`src/rtl/mbDecPkg.sv`:
```
package mbDecPkg;
  localparam int OVR_DELAY = 2;
  localparam int OVR_W     = 5;

  typedef struct packed {
    logic take;
    logic skip;
    logic fastUpd;
    logic fixMb;
    logic filtOn;
    logic filtOvr;
    logic modeIntra;
    logic modeOvr;
    logic refreshIntra;
  } mbStrobe_t;
endpackage

```
`src/rtl/mbDecCtrl.sv`:
```
module mbDecCtrl
  import mbDecPkg::*;
#(
  parameter int REFRESH_MBS = 132
) (
  input  logic            clk,
  input  logic            rstN,
  input  logic            frameStart,
  input  logic            mbStart,
  input  logic            ctrlWe,
  input  logic [7:0]      ctrlWord,
  input  logic            resValid,
  input  logic            resIntra,
  input  logic            resCoded,
  output mbStrobe_t       strb
);
  localparam int CNT_W = $clog2(REFRESH_MBS + 1);
  localparam logic [CNT_W-1:0] CNT_MAX = CNT_W'(REFRESH_MBS);

  logic [7:0]       ctrlReg;
  logic [OVR_W-1:0] ovrStg [OVR_DELAY];
  logic [1:0]       frameReg;
  logic [1:0]       frameNow;
  logic [CNT_W-1:0] refCnt;
  logic [OVR_W-1:0] ovrUse;

  always_ff @(posedge clk) begin
    if (!rstN) ctrlReg <= '0;
    else if (ctrlWe) ctrlReg <= ctrlWord;
  end

  generate
    for (genvar s = 0; s < OVR_DELAY; s++) begin : g_stage
      always_ff @(posedge clk) begin
        if (!rstN) ovrStg[s] <= '0;
        else if (mbStart) begin
          if (s == 0) ovrStg[s] <= ctrlReg[OVR_W-1:0];
          else        ovrStg[s] <= ovrStg[(s == 0) ? 0 : s-1];
        end
      end
    end
  endgenerate

  always_ff @(posedge clk) begin
    if (!rstN) frameReg <= '0;
    else if (frameStart) frameReg <= ctrlReg[6:5];
  end

  always_ff @(posedge clk) begin
    if (!rstN) refCnt <= '0;
    else if (resValid && resCoded) begin
      if (resIntra) refCnt <= '0;
      else if (refCnt < CNT_MAX) refCnt <= refCnt + 1'b1;
    end
  end

  assign frameNow = frameStart ? ctrlReg[6:5] : frameReg;
  assign ovrUse   = ovrStg[OVR_DELAY-1];

  always_comb begin
    strb.take         = mbStart;
    strb.skip         = frameNow[1];
    strb.fastUpd      = frameNow[0];
    strb.fixMb        = ovrUse[4];
    strb.filtOn       = ovrUse[3];
    strb.filtOvr      = ovrUse[2];
    strb.modeIntra    = ovrUse[1];
    strb.modeOvr      = ovrUse[0];
    strb.refreshIntra = (refCnt >= CNT_MAX) && !ctrlReg[7];
  end


  ovr_hold_chk: assert property (@(posedge clk) disable iff (!rstN)
    !mbStart |=> $stable(ovrUse));

  frame_hold_chk: assert property (@(posedge clk) disable iff (!rstN)
    !frameStart |=> $stable(frameReg));

  refresh_bound_chk: assert property (@(posedge clk) disable iff (!rstN)
    refCnt <= CNT_MAX);
endmodule

```
`src/rtl/mbDecPath.sv`:
```
module mbDecPath
  import mbDecPkg::*;
#(
  parameter int MAE_W = 14,
  parameter int THR_W = 8,
  parameter int Q_W   = 5
) (
  input  logic             clk,
  input  logic             rstN,
  input  mbStrobe_t        strb,
  input  logic             mcDisable,
  input  logic             sepQuant,
  input  logic [THR_W-1:0] varThresh,
  input  logic [Q_W-1:0]   interQ,
  input  logic [Q_W-1:0]   intraQ,
  input  logic [MAE_W-1:0] mae,
  input  logic [MAE_W-1:0] blkVar,
  input  logic             mvNonZero,
  output logic             decValid,
  output logic [7:0]       decWord,
  output logic [Q_W:0]     quantOut,
  output logic             codeEn
);
  logic [THR_W-1:0] maeHi;
  logic autoInter, isIntra, mcUsed, filtUsed, notCoded;
  logic [7:0] wordNext;
  logic [Q_W:0] quantNext;

  assign maeHi     = mae[MAE_W-1 -: THR_W];
  assign autoInter = (maeHi < varThresh) || (mae < blkVar);
  assign notCoded  = strb.skip || strb.fixMb;

  always_comb begin
    if (strb.fastUpd)      isIntra = 1'b1;
    else if (strb.modeOvr) isIntra = strb.modeIntra;
    else                   isIntra = strb.refreshIntra || !autoInter;
    mcUsed   = !notCoded && !isIntra && mvNonZero && !mcDisable;
    filtUsed = !notCoded && !isIntra && (strb.filtOvr ? strb.filtOn : mcUsed);
    wordNext = '0;
    wordNext[0] = notCoded || !isIntra;
    wordNext[1] = mcUsed;
    wordNext[3] = filtUsed;
    wordNext[4] = strb.fixMb && !strb.skip;
    wordNext[5] = strb.fastUpd;
    wordNext[6] = strb.skip;
    quantNext = (!notCoded && isIntra && sepQuant) ? {intraQ, 1'b0} : {interQ, 1'b0};
  end

  always_ff @(posedge clk) begin
    if (!rstN) begin
      decValid <= 1'b0;
      decWord  <= '0;
      quantOut <= '0;
      codeEn   <= 1'b0;
    end else begin
      decValid <= strb.take;
      if (strb.take) begin
        decWord  <= wordNext;
        quantOut <= quantNext;
        codeEn   <= !notCoded;
      end
    end
  end


  skip_nocode_chk: assert property (@(posedge clk) disable iff (!rstN)
    decValid && decWord[6] |-> !codeEn && !decWord[4]);

  fix_nocode_chk: assert property (@(posedge clk) disable iff (!rstN)
    decValid && decWord[4] |-> !codeEn);

  intra_nofilt_chk: assert property (@(posedge clk) disable iff (!rstN)
    decValid && !decWord[0] |-> !decWord[3] && !decWord[1]);

  fastupd_intra_chk: assert property (@(posedge clk) disable iff (!rstN)
    decValid && codeEn && decWord[5] |-> !decWord[0]);
endmodule

```
`src/rtl/mbModeDecide.sv`:
```
module mbModeDecide
  import mbDecPkg::*;
#(
  parameter int REFRESH_MBS = 132
) (
  input  logic        clk,
  input  logic        rstN,
  input  logic        frameStart,
  input  logic        mbStart,
  input  logic        ctrlWe,
  input  logic [7:0]  ctrlWord,
  input  logic        mcDisable,
  input  logic        sepQuant,
  input  logic [7:0]  varThresh,
  input  logic [4:0]  interQ,
  input  logic [4:0]  intraQ,
  input  logic [13:0] mae,
  input  logic [13:0] blkVar,
  input  logic        mvNonZero,
  output logic        decValid,
  output logic [7:0]  decWord,
  output logic [5:0]  quantOut,
  output logic        codeEn
);
  mbStrobe_t strb;

  mbDecCtrl #(.REFRESH_MBS(REFRESH_MBS)) u_ctrl (
    .clk(clk), .rstN(rstN), .frameStart(frameStart), .mbStart(mbStart),
    .ctrlWe(ctrlWe), .ctrlWord(ctrlWord),
    .resValid(decValid), .resIntra(!decWord[0]), .resCoded(codeEn),
    .strb(strb)
  );

  mbDecPath #(.MAE_W(14), .THR_W(8), .Q_W(5)) u_path (
    .clk(clk), .rstN(rstN), .strb(strb), .mcDisable(mcDisable),
    .sepQuant(sepQuant), .varThresh(varThresh), .interQ(interQ),
    .intraQ(intraQ), .mae(mae), .blkVar(blkVar), .mvNonZero(mvNonZero),
    .decValid(decValid), .decWord(decWord), .quantOut(quantOut),
    .codeEn(codeEn)
  );


  valid_after_start_chk: assert property (@(posedge clk) disable iff (!rstN)
    mbStart |=> decValid);

  valid_only_start_chk: assert property (@(posedge clk) disable iff (!rstN)
    decValid |-> $past(mbStart));

  mc_off_chk: assert property (@(posedge clk) disable iff (!rstN)
    decValid && $past(mcDisable) |-> !decWord[1]);
endmodule

```
`config.mk`:
```
export PLATFORM = sky130hd
export DESIGN_NAME = mbModeDecide
export DESIGN_NICKNAME = d
export VERILOG_FILES = /design/src/rtl/mbDecPkg.sv /design/src/rtl/mbDecCtrl.sv /design/src/rtl/mbDecPath.sv /design/src/rtl/mbModeDecide.sv
export SDC_FILE = /design/constraint.sdc
export NUM_CORES = 1
export LEC_CHECK = 0
export ABC_AREA = 1
export BUFFER_PORTS_ARGS = -buffer_cell sky130_fd_sc_hd__buf_4
export CAP_MARGIN = 15
export CORE_ASPECT_RATIO = 0.6
export CORE_MARGIN = 5
export CORE_UTILIZATION = 40
export CTS_CLUSTER_SIZE = 14
export DETAILED_ROUTE_END_ITERATION = 8
export PLACE_DENSITY = 0.65
export SKIP_LAST_GASP = 1
export SLEW_MARGIN = 20
export SYNTH_ARGS = -nofsm -noshare
export SYNTH_HDL_FRONTEND = slang
export SYNTH_SLANG_ARGS = --single-unit
```
`constraint.sdc`:
```
create_clock -name clk -period 1.8 [get_ports clk]
set_input_delay 0.18 -clock clk [delete_from_list [all_inputs] [get_ports clk]]
set_output_delay 0.18 -clock clk [all_outputs]
set_load 0.02 [all_outputs]
```
Word-level counts from Yosys, hierarchy flattened
Memory sizes are Yosys's and may differ from the RTL's. Cells that the tools add are included.

$lt $le $gt $ge: 4. Muxes and demuxes: 13. Bitwise logic cells: 2. Equal/unequal tests: 1. Add/sub/neg operators: 1. Reduce and logical (&&, ||, !) cells: 20.

Operators with widths (count): two-way mux 8 bit (2); less-than comparator 14 bit (1); two-way mux 5 bit (2); logical AND 1 bit (9); adder 8 x 1 -> 8 bit, second input constant (1); greater-or-equal comparator 8 bit, second input constant (1); less-than comparator 8 bit (1); less-than comparator 8 bit, second input constant (1); two-way mux 1 bit (7); logical NOT 1 bit (6); two-way mux 6 bit (1); logical OR 1 bit (4); two-way mux 2 bit (1); != test 2 bit, second input constant (1); OR 1 bit (2); AND reduction 2 bit (1).

Output and inout port bits: 16. RAM bits: 10. Register bits after elaboration: 32. Memories kept: 1.

Memory list: u_ctrl.ovrStg (depth 2, width 5, read ports 2, clocked after memory_dff 0, wr ports 2, RTL line mbDecCtrl.sv:21) `logic [OVR_W-1:0] ovrStg [OVR_DELAY];`.

Longest topological paths before layout
Gate-level depths: netlist of run 1.

Word-level depth: 12. Gate-level depth with buffers: 16. Depth with buffers taken out: 16.

Cells and area by module
From an unflattened synthesis of run 1, not the netlist that was laid out.

Cell total of the unflattened synthesis: 347. Area total of the unflattened synthesis: 2473.6 sq um.

Modules (own cells, without submodules): mbDecCtrl (area each 1261.2 sq um, cells an instance 156, times used 1); mbDecPath (area each 1208.7 sq um, cells an instance 190, times used 1); mbModeDecide (area each 3.8 sq um, cells an instance 1, times used 1).

Least setup slack after synthesis of run 1
No wires, ideal clock.

Path kind: input to register. From: in blkVar[13]. To: reg u_path.quantOut[1]. Path slack: 302 ps. Stages on the path: 15. Arrival time: 1384 ps. Library setup time: 114 ps. Path buffers: 0. Cell sequence: inv_1 > ha_1 > nand2_1 > nor2_2 > nand2_1 > nor2_1 > nor2_1 > nand2_1 > nand2_1 > nand2_1 > nand2_2 > nand2_2 > nand4_1 > nand3_1 > nand2_1.

Cells in the longest elaborated chain, start to end: 9.

RTL lines: start: declaration (RTL line mbModeDecide.sv:18) `input logic [13:0] blkVar,`; less-than comparator 14 bit (RTL line mbDecPath.sv:30) `assign autoInter = (maeHi < varThresh) || (mae < blkVar);`; logical OR 1 bit (RTL line mbDecPath.sv:30); logical NOT 1 bit (RTL line mbDecPath.sv:36) `else isIntra = strb.refreshIntra || !autoInter;`; logical OR 1 bit (RTL line mbDecPath.sv:36); two-way mux 1 bit (RTL line mbDecPath.sv:35) `else if (strb.modeOvr) isIntra = strb.modeIntra;`; two-way mux 1 bit (RTL line mbDecPath.sv:34) `if (strb.fastUpd) isIntra = 1'b1;`; logical AND 1 bit (2 in a row) (RTL line mbDecPath.sv:46) `quantNext = (!notCoded && isIntra && sepQuant) ? {intraQ, 1'b0} : {interQ, 1'b0};`; two-way mux 6 bit (RTL line mbDecPath.sv:46); end signal: assignment (RTL line mbDecPath.sv:59) `quantOut <= quantNext;`; end: declaration (RTL line mbDecPath.sv:21) `output logic [Q_W:0] quantOut,`.

Every way passes these cells. A chain may end at the register's enable or synchronous reset.

Worst setup path after layout of run 1
From: reg u_ctrl.refCnt[4]. To: reg u_ctrl.refCnt[6].

Cells in the longest elaborated chain, start to end: 3.

RTL lines: start: declaration (RTL line mbDecCtrl.sv:24) `logic [CNT_W-1:0] refCnt;`; start signal: assignment (RTL line mbDecCtrl.sv:53) `else if (refCnt < CNT_MAX) refCnt <= refCnt + 1'b1;`; adder 8 x 1 -> 8 bit / less-than comparator 8 bit (equally long branches) (RTL line mbDecCtrl.sv:53); two-way mux 8 bit / != test 2 bit (equally long branches); two-way mux 8 bit / AND reduction 2 bit (equally long branches).

Several ways; a longest one is shown, not always the timed one. The select of a mux whose other input is x is not followed.

==> results of run 1 <==
==> critical path, cell delays in order (launching register included) <==
cell and delay, ns:
sky130_fd_sc_hd__dfxtp_1 0.35, sky130_fd_sc_hd__nor2_1 0.11, sky130_fd_sc_hd__nand4_1 0.13, sky130_fd_sc_hd__nand3_2 0.12, sky130_fd_sc_hd__nand3_4 0.11, sky130_fd_sc_hd__nor3_4 0.17
sky130_fd_sc_hd__nand3_1 0.12, sky130_fd_sc_hd__nor2_1 0.14, sky130_fd_sc_hd__xor2_1 0.19, sky130_fd_sc_hd__nor2_1 0.06
==> through the flow <==
stage | worst slack (ns) | instances | hold WS, ns | total power [mW]
finish | 0.190 | 475 | 0.114 | 2.07
global route | 0.0117 | 475 | 0.126 | 2.19
CTS | 0.142 | 475 | 0.104 | 2.08
detailed placement | 0.00328 | 467 | 0.418 | 1.45
global placement | 0.0269 | 467 | 0.410 | 1.44
floorplan | 0.302 | 317 | 0.315 | 1.26
==> kinds of logic (layout without fill, tap and decap cells) <==
| group | count (synthesis) | after routing | share of synthesized area (%) |
|---|---|---|---|
| xor gates and xnor gates | 1 | 1 | 0.376 |
| AOI/OAI and AO/OA | 39 | 39 | 9.60 |
| buffers and inverters | 84 | 162 | 14.1 |
| muxes | 1 | 1 | 0.429 |
| other | 1 | 3 | 0.161 |
| and+or+nand+nor | 126 | 126 | 24.1 |
| adders and majority gates | 22 | 22 | 11.8 |
| DFF | 41 | 41 | 39.5 |
==> routing by layer <==
| layer | global-route usage, % | vias to the layer above |
|---|---|---|
| met5 | 0 | - |
| met4 | 2.52 | 0 |
| met3 | 4.01 | 2 |
| met2 | 22.5 | 27 |
| met1 | 20.8 | 929 |
| li1 | - | 1130 |
==> flip-flops by register name (all words and copies together) (netlist names) <==
name and flops:
u_ctrl.refCnt 8, u_ctrl.ovrStg 10, u_path.codeEn 1, u_ctrl.frameReg 2, u_path.decValid 1, u_path.quantOut 5, u_ctrl.ctrlReg 8, u_path.decWord 6
==> area by class of cell <==
class                   count  area (um2)  area share, %
inverters                  77         289           9.39
well taps                  80         100           3.25
flip-flops and latches     41         921           29.9
clock inverters             3        25.0          0.813
multi-input cells         192        1100           35.6
clock buffers               5        68.8           2.23
repair buffers             77         578           18.8
==> cell usage in the layout, fill, tap and decap left out <==
cell type / Yosys / final
sky130_fd_sc_hd__conb_1: 1 / 3
sky130_fd_sc_hd__clkinv_4: 0 / 1
sky130_fd_sc_hd__edfxtp_1: 10 / 10
sky130_fd_sc_hd__a32o_1: 1 / 1
sky130_fd_sc_hd__mux2i_1: 1 / 1
sky130_fd_sc_hd__a21oi_4: 1 / 1
sky130_fd_sc_hd__nor3_4: 0 / 1
sky130_fd_sc_hd__clkinvlp_4: 0 / 1
sky130_fd_sc_hd__a21boi_0: 1 / 1
sky130_fd_sc_hd__nor2_1: 28 / 28
sky130_fd_sc_hd__o21ai_0: 13 / 13
sky130_fd_sc_hd__nand3_2: 2 / 2
sky130_fd_sc_hd__inv_6: 0 / 1
sky130_fd_sc_hd__inv_1: 74 / 73
sky130_fd_sc_hd__nor2_2: 4 / 4
sky130_fd_sc_hd__nand4_1: 6 / 6
sky130_fd_sc_hd__inv_2: 2 / 3
sky130_fd_sc_hd__clkbuf_8: 0 / 5
sky130_fd_sc_hd__o21a_1: 1 / 1
sky130_fd_sc_hd__nand3_4: 2 / 2
sky130_fd_sc_hd__nand2_1: 71 / 71
sky130_fd_sc_hd__ha_1: 22 / 22
sky130_fd_sc_hd__o2111ai_1: 1 / 1
sky130_fd_sc_hd__nand2_2: 2 / 2
sky130_fd_sc_hd__a21oi_1: 19 / 19
sky130_fd_sc_hd__o31ai_1: 1 / 1
sky130_fd_sc_hd__dfxtp_1: 31 / 31
sky130_fd_sc_hd__o22ai_1: 1 / 1
sky130_fd_sc_hd__nor3_1: 2 / 2
sky130_fd_sc_hd__buf_4: 3 / 77
sky130_fd_sc_hd__xor2_1: 1 / 1
sky130_fd_sc_hd__clkinv_1: 1 / 1
sky130_fd_sc_hd__nand3_1: 8 / 8
==> worst paths after layout <==
| path | from | endpoint | depth (start not counted) |
|---|---|---|---|
| max | u_ctrl.refCnt[4] | u_ctrl.refCnt[6] | 9 |
| min | ctrlWord[6] | u_ctrl.ctrlReg[6] | 3 |
| max reg2reg | u_ctrl.refCnt[4] | u_ctrl.refCnt[6] | 9 |
| min reg2reg | u_ctrl.ctrlReg[3] | u_ctrl.ctrlReg[3] | 2 |
==> power groups by stage <==
stage / Clock, mW / Sequential, mW / Combinational [mW]
6_report: 0.636 / 1.01 / 0.415
3_5_place_dp: 0 / 1.04 / 0.417
2_1_floorplan: 0 / 1.05 / 0.210
3_3_place_gp: 0 / 1.03 / 0.409
5_1_grt: 0.694 / 1.02 / 0.471
4_1_cts: 0.651 / 1.01 / 0.419
==> summary by stage, run 1 <==
Yosys
The leading register cell type out of synthesis is sky130_fd_sc_hd__dfxtp_1. By area the synthesized netlist is led by sky130_fd_sc_hd__dfxtp_1, sky130_fd_sc_hd__edfxtp_1, sky130_fd_sc_hd__inv_1, sky130_fd_sc_hd__ha_1, sky130_fd_sc_hd__nand2_1. The synthesized instance count is around 320.

The count of distinct cell types in the synthesized netlist is 31. The sequential area share after synthesis is 39.5%. For this run, the number of Yosys warnings is 0. The number of storage elements in the synthesis netlist is around 40. The most common cell in the synthesized netlist is sky130_fd_sc_hd__inv_1.

Of all cell types, the one taking the most synthesized area is sky130_fd_sc_hd__dfxtp_1. Of all flip-flops after synthesis, the portion carrying an async set or reset was 0%. The number of synthesized flops with an enable pin is 10. The commonest cells after synthesis are sky130_fd_sc_hd__inv_1, sky130_fd_sc_hd__nand2_1, sky130_fd_sc_hd__dfxtp_1, sky130_fd_sc_hd__nor2_1, sky130_fd_sc_hd__ha_1. A synthesized cell averages 7.40 um2.

The area share of the largest cell type after synthesis is between 20% and 30%. The area of the mapped netlist is 2330 um2.

Finish
The number of filler cells placed in the layout is about 580. The number of antenna diodes in the final layout is 0. The final instance area is about 3000 um2. The total number of nets in the final design is ~480.

The area growth from synthesis to layout is 32.0%. The share of layout cells above drive strength 1 is 25.3%. The utilization of the core after routing is 54.8%.

Pwr
The standby leakage power is 1.64 nW. The net switching power is around 0.6 mW. The part of the power in combinational logic is around a fifth. Per report_power, the clock group accounts for a little under a third of the total. The internal power of the cells totals 1.47 mW. In this run the power density over the cells is between 600 and 700 nW/um2. The worst ir drop on vdd is ~380 uV. The switching portion of total power is roughly 29%.

The register share of total power is between 40% and 50%.

Route
The wire length on met1 is 2620 um. The routed layout has between 2000 and 2500 vias. The remaining antenna violation count is 0. In the routed design, unresolved DRC markers number 0. After detailed routing, the average wire length per cell comes to around 11 um. The ratio of routed vias to standard cells is roughly 4.4.

The final layout contains routed wiring with a total length of about 5200 um. Routed signal wires occupy layers up through met4. The met2 layer wire length in the routed design is approximately 2400 um.

The count of TritonRoute iterations in the first routing pass is 4. The total length of routed met3 wires is between 200 and 250 um. The violation count after the first detailed-routing iteration is 44.

Global route
The overall fraction of global-route tracks in use is between 10% and 20%. The number of antenna violations at the first check in global routing is 0. The via count of the first global-routing pass was 2014. Entering global routing, the biggest net connects 16 pins. The overflow left after global routing is 0. The wire length of the first global-routing pass is 9010 um.

Worst setup path
The setup path with the least slack is of type reg -> reg. Along the worst path, the maximum fanout reaches 7. The capturing element type of the critical path is a register. STA classifies the critical path startpoint as a register. At the worst endpoint, the required time is around 2.0 ns. Across all register-to-register paths, the minimum setup slack is 0.19 ns. The arrival time at the worst endpoint is 1.79 ns.

Clock network
Counting every sink on the clock net gives 41. The total of cells resized after clock tree synthesis is 0. The CTS tree is done.

After clock tree synthesis, the clock-pin slew on the worst setup and hold paths is 0.08 ns. Buffers inserted during clock tree synthesis total 5. The H-tree generated during clock tree synthesis spans 2 levels. For the worst-skew pair, the clock arrives at the later sink with an insertion delay of approximately 0.30 ns.

In this run the deepest clock path goes through 2 buffers. In this run, post-CTS hold repair placed 0 buffers. Once the clock tree was built, the setup fixing pass inserted 0 buffers. CTS placed an instance of sky130_fd_sc_hd__clkbuf_8 at the clock tree root.

Placed design
The count of buffers from port buffering is 74. In this run the cell area measured after placement is 2980 um2. The HPWL after detailed placement is 4320 um. The weighted congestion reported at the end of routability-driven placement is 0.792.

STA
The clock skew after layout is around 0.0094 ns. Setup repair after global routing left no endpoint under its margin. The count of final max-slew check failures is 0. The minimum clock period after layout is between 1.5 and 2 ns.

Dividing the final minimum period by the clock period gives ~89%. The highest clock frequency the design can meet is 0.621 GHz. The final-report hold violation count is 0. Setup violations remaining at the end of the flow were counted as 0. The summed negative setup slack over all endpoints is 0 ns.

Floorplan
Measured along the y axis, the die boundary spans ~70 um. The initial utilization of the core area, before any placement, comes to between 40% and 50%. The number of ports placed on the die boundary is 78. The die area is roughly 7500 um2.

The area of the core is about 5600 um2. The die is between 100 and 150 um wide. The cell row count is 21.

Run
The tool flagged a number of max-cap violations equal to 0.

Min path
The class of the most critical hold timing path is in -> reg.

Status
The flow ran to the end, and the final reports show no timing, DRC or antenna violations.
Note: power is estimated with default switching activity, not from simulation.
==> run 2, diff against run 1 <==
--- a/config.mk
+++ b/config.mk
@@ -8,7 +8,7 @@
 export ABC_AREA = 1
 export BUFFER_PORTS_ARGS = -buffer_cell sky130_fd_sc_hd__buf_4
 export CAP_MARGIN = 15
-export CORE_ASPECT_RATIO = 0.6
+export CORE_ASPECT_RATIO = 1.1
 export CORE_MARGIN = 5
 export CORE_UTILIZATION = 40
 export CTS_CLUSTER_SIZE = 14
==> summary by stage, run 2 (synthesis gave the netlist of run 1 again) <==
Finish
The final instance area is roughly 3100 um2. The flip-flop count of the largest register, all copies and words added is 10. The total number of nets in the final design is between 400 and 500. The register ranked first by flip-flop count is u_ctrl.ovrStg. Leaving out fill and tap cells, the most frequent cell in the layout is sky130_fd_sc_hd__buf_4. The share of layout cells above drive strength 1 is 25.1%.

The largest registers in the layout are u_ctrl.ovrStg (10), u_ctrl.ctrlReg (8), u_ctrl.refCnt (8). The number of filler cells placed in the layout is 575. The utilization of the core after routing is 54.0%. The top cell types in the final layout, fill and taps aside, are sky130_fd_sc_hd__buf_4, sky130_fd_sc_hd__inv_1, sky130_fd_sc_hd__nand2_1. The growth of design area from synthesis to finish is 32.8%. The repair_antennas step left the layout with diodes totalling 0.

STA
The count of final setup violators is 0. Setup repair after global routing could not meet its margin everywhere. The clock arrives with 0.00926 ns of skew. The worst path uses a little under 90% of the clock period. The final-report hold violation count was 0.

Static timing analysis puts the maximum clock frequency at 0.638 GHz. Setup total negative slack on the finished layout was measured at 0 ns. The count of final max-slew check failures came to 0.

For the finished layout, the period the worst path requires is between 1.5 and 2 ns.

Clock network
Clock-pin slew was measured on the worst setup and hold paths at roughly 0.080 ns. The maximum count of clock buffers along a single path is 2. The number of clock buffers added by TritonCTS is 5. The CTS tree is done.

In this run the clock root is driven by a sky130_fd_sc_hd__clkbuf_8. CTS saw a little over 40 sinks. The count of H-tree levels built during CTS is 2. Once the clock tree was built, the setup fixing pass inserted 0 buffers. The source-to-sink clock delay at the later pin of the worst-skew pair is 0.30 ns.

Placed design
Detailed placement ended at an HPWL of about 4000 um. Input and output buffers added on the ports amount to 74. Summing all placed instances gives a cell area of 2980 um2. The weighted congestion reported at the end of routability-driven placement is 0.786.

Floorplan
The cell row count is 29. The starting density of the core is 40.7%. The die is 82.8 um wide. around 80 I/O pins were placed. The floorplan step defined a die boundary enclosing between 7000 and 8000 um2. The die extent in y is 90.1 um.

The total area inside the core boundary comes to 5730 um2.

Worst setup path
The type of the worst setup path is reg -> reg. The arrival time at the worst endpoint is ~1.8 ns. STA classifies the critical path endpoint as a register. The highest net fanout along the worst path is 7. The critical path data required time is 1.99 ns. The category of the worst setup path launch point is a register.

Pwr
Cell internal power was estimated by the tool at roughly 1.6 mW. In this run, the combinational gates consume 18.9% of the power. Summed over all cells, the static leakage comes to approximately 1.6 nW.

The net switching power is 0.567 mW. The part of the total power dissipated in the clock network is around 34%. Of the total power, registers draw a little under half.

The worst-case IR drop observed on VDD is 519 uV. Power spread over the standard cell area amounts to roughly 700 nW/um2. Net switching is about a quarter of the power.

Route
After detailed routing, the number of remaining DRC violations is 0. The violation count after the first detailed-routing iteration is 36. The routed layout has approximately 2100 vias. For this run, the detailed router's first-pass iteration total came to 4. The detail route stage leaves a number of antenna-violating nets equal to 0. The routed design has between 4000 and 5000 um of wire. After detailed routing, the number of vias per cell comes to approximately 4.4.

After detailed routing, the average wire length per cell comes to 10.4 um.

Global route
The overflow left after global routing is 0. The number of antenna violations at the first check in global routing is 0. The via count of the first global-routing pass is approximately 2000.

The largest net degree at the start of global routing is 15. The first global-routing pass estimated roughly 8600 um of wire. The overall fraction of global-route tracks in use is roughly 14%.

Run
The number of maximum-capacitance constraint violations is 0.

Min path
The min-delay analysis places its worst path in the category in -> reg.

Status
The run finished with clean final reports.
==> run 2: cell types whose count changed in the layout (fill, tap and decap cells not counted) <==
cell                        previous run  this run
sky130_fd_sc_hd__bufinv_16             0         1
sky130_fd_sc_hd__a21boi_0              1         0
sky130_fd_sc_hd__inv_2                 3         2
sky130_fd_sc_hd__a21boi_1              0         1
sky130_fd_sc_hd__inv_6                 1         0
sky130_fd_sc_hd__inv_1                73        74
==> run 2: worst max-delay path: stages, from the launching register on <==
cell and delay (ns):
sky130_fd_sc_hd__dfxtp_1 0.30, sky130_fd_sc_hd__inv_1 0.14, sky130_fd_sc_hd__nand4_1 0.17, sky130_fd_sc_hd__nand3_2 0.12, sky130_fd_sc_hd__nand3_4 0.13, sky130_fd_sc_hd__nor3_4 0.17, sky130_fd_sc_hd__nand3_1 0.11, sky130_fd_sc_hd__nor2_1 0.13
sky130_fd_sc_hd__xor2_1 0.15, sky130_fd_sc_hd__nor2_1 0.05
==> run 2: path summary, 6_finish.rpt <==
path                                   startpoint                end  slack, ns  cells after the start
worst min register to register  u_ctrl.ctrlReg[0]  u_ctrl.ctrlReg[0]       0.45                      2
worst max register to register   u_ctrl.refCnt[2]   u_ctrl.refCnt[6]       0.23                      9
worst min-delay path                  ctrlWord[5]  u_ctrl.ctrlReg[5]       0.11                      3
worst max-delay path             u_ctrl.refCnt[2]   u_ctrl.refCnt[6]       0.23                      9
==> run 2: power by group through the flow <==
stage          sequential [mW]  clock [mW]  combinational (mW)
2_1_floorplan             1.05           0               0.210
3_3_place_gp              1.04           0               0.407
3_5_place_dp              1.04           0               0.414
4_1_cts                   1.01       0.766               0.415
5_1_grt                   1.02       0.814               0.470
6_report                  1.01       0.746               0.410
==> run 2: repair_timing <==
item / in CTS / in global routing
setup endpoints to repair: 0 / 4
resized for setup: 0 / 2
hold buffers: 0 / 0
==> run 2: final cells by class <==
cell class	instances	area [um2]	area share, %
Clock buffer	5	68.8	2.22
Sequential cell	41	921	29.7
Clock inverter	3	46.3	1.49
Multi-Input combinational cell	192	1100	35.4
Tap cell	77	96.3	3.11
Inverter	77	289	9.33
Timing Repair Buffer	77	578	18.7
==> run 2: through the flow <==
step / setup WS [ns] / power, mW / std cells / hold slack, ns
6_report: 0.233 / 2.17 / 472 / 0.111
4_1_cts: 0.216 / 2.20 / 472 / 0.103
3_3_place_gp: 0.0750 / 1.44 / 464 / 0.410
2_1_floorplan: 0.302 / 1.26 / 317 / 0.315
3_5_place_dp: 0.0301 / 1.45 / 464 / 0.408
5_1_grt: -0.000691 / 2.30 / 472 / 0.101
==> run 2: layer usage <==
metal | vias up | GRT usage (%) | routed length, um
li1 | 1127 | - | -
met1 | 899 | 16.0 | 2090
met2 | 60 | 23.9 | 2380
met3 | 6 | 4.75 | 383
met4 | 0 | 4.09 | 67
met5 | - | 0 | 0
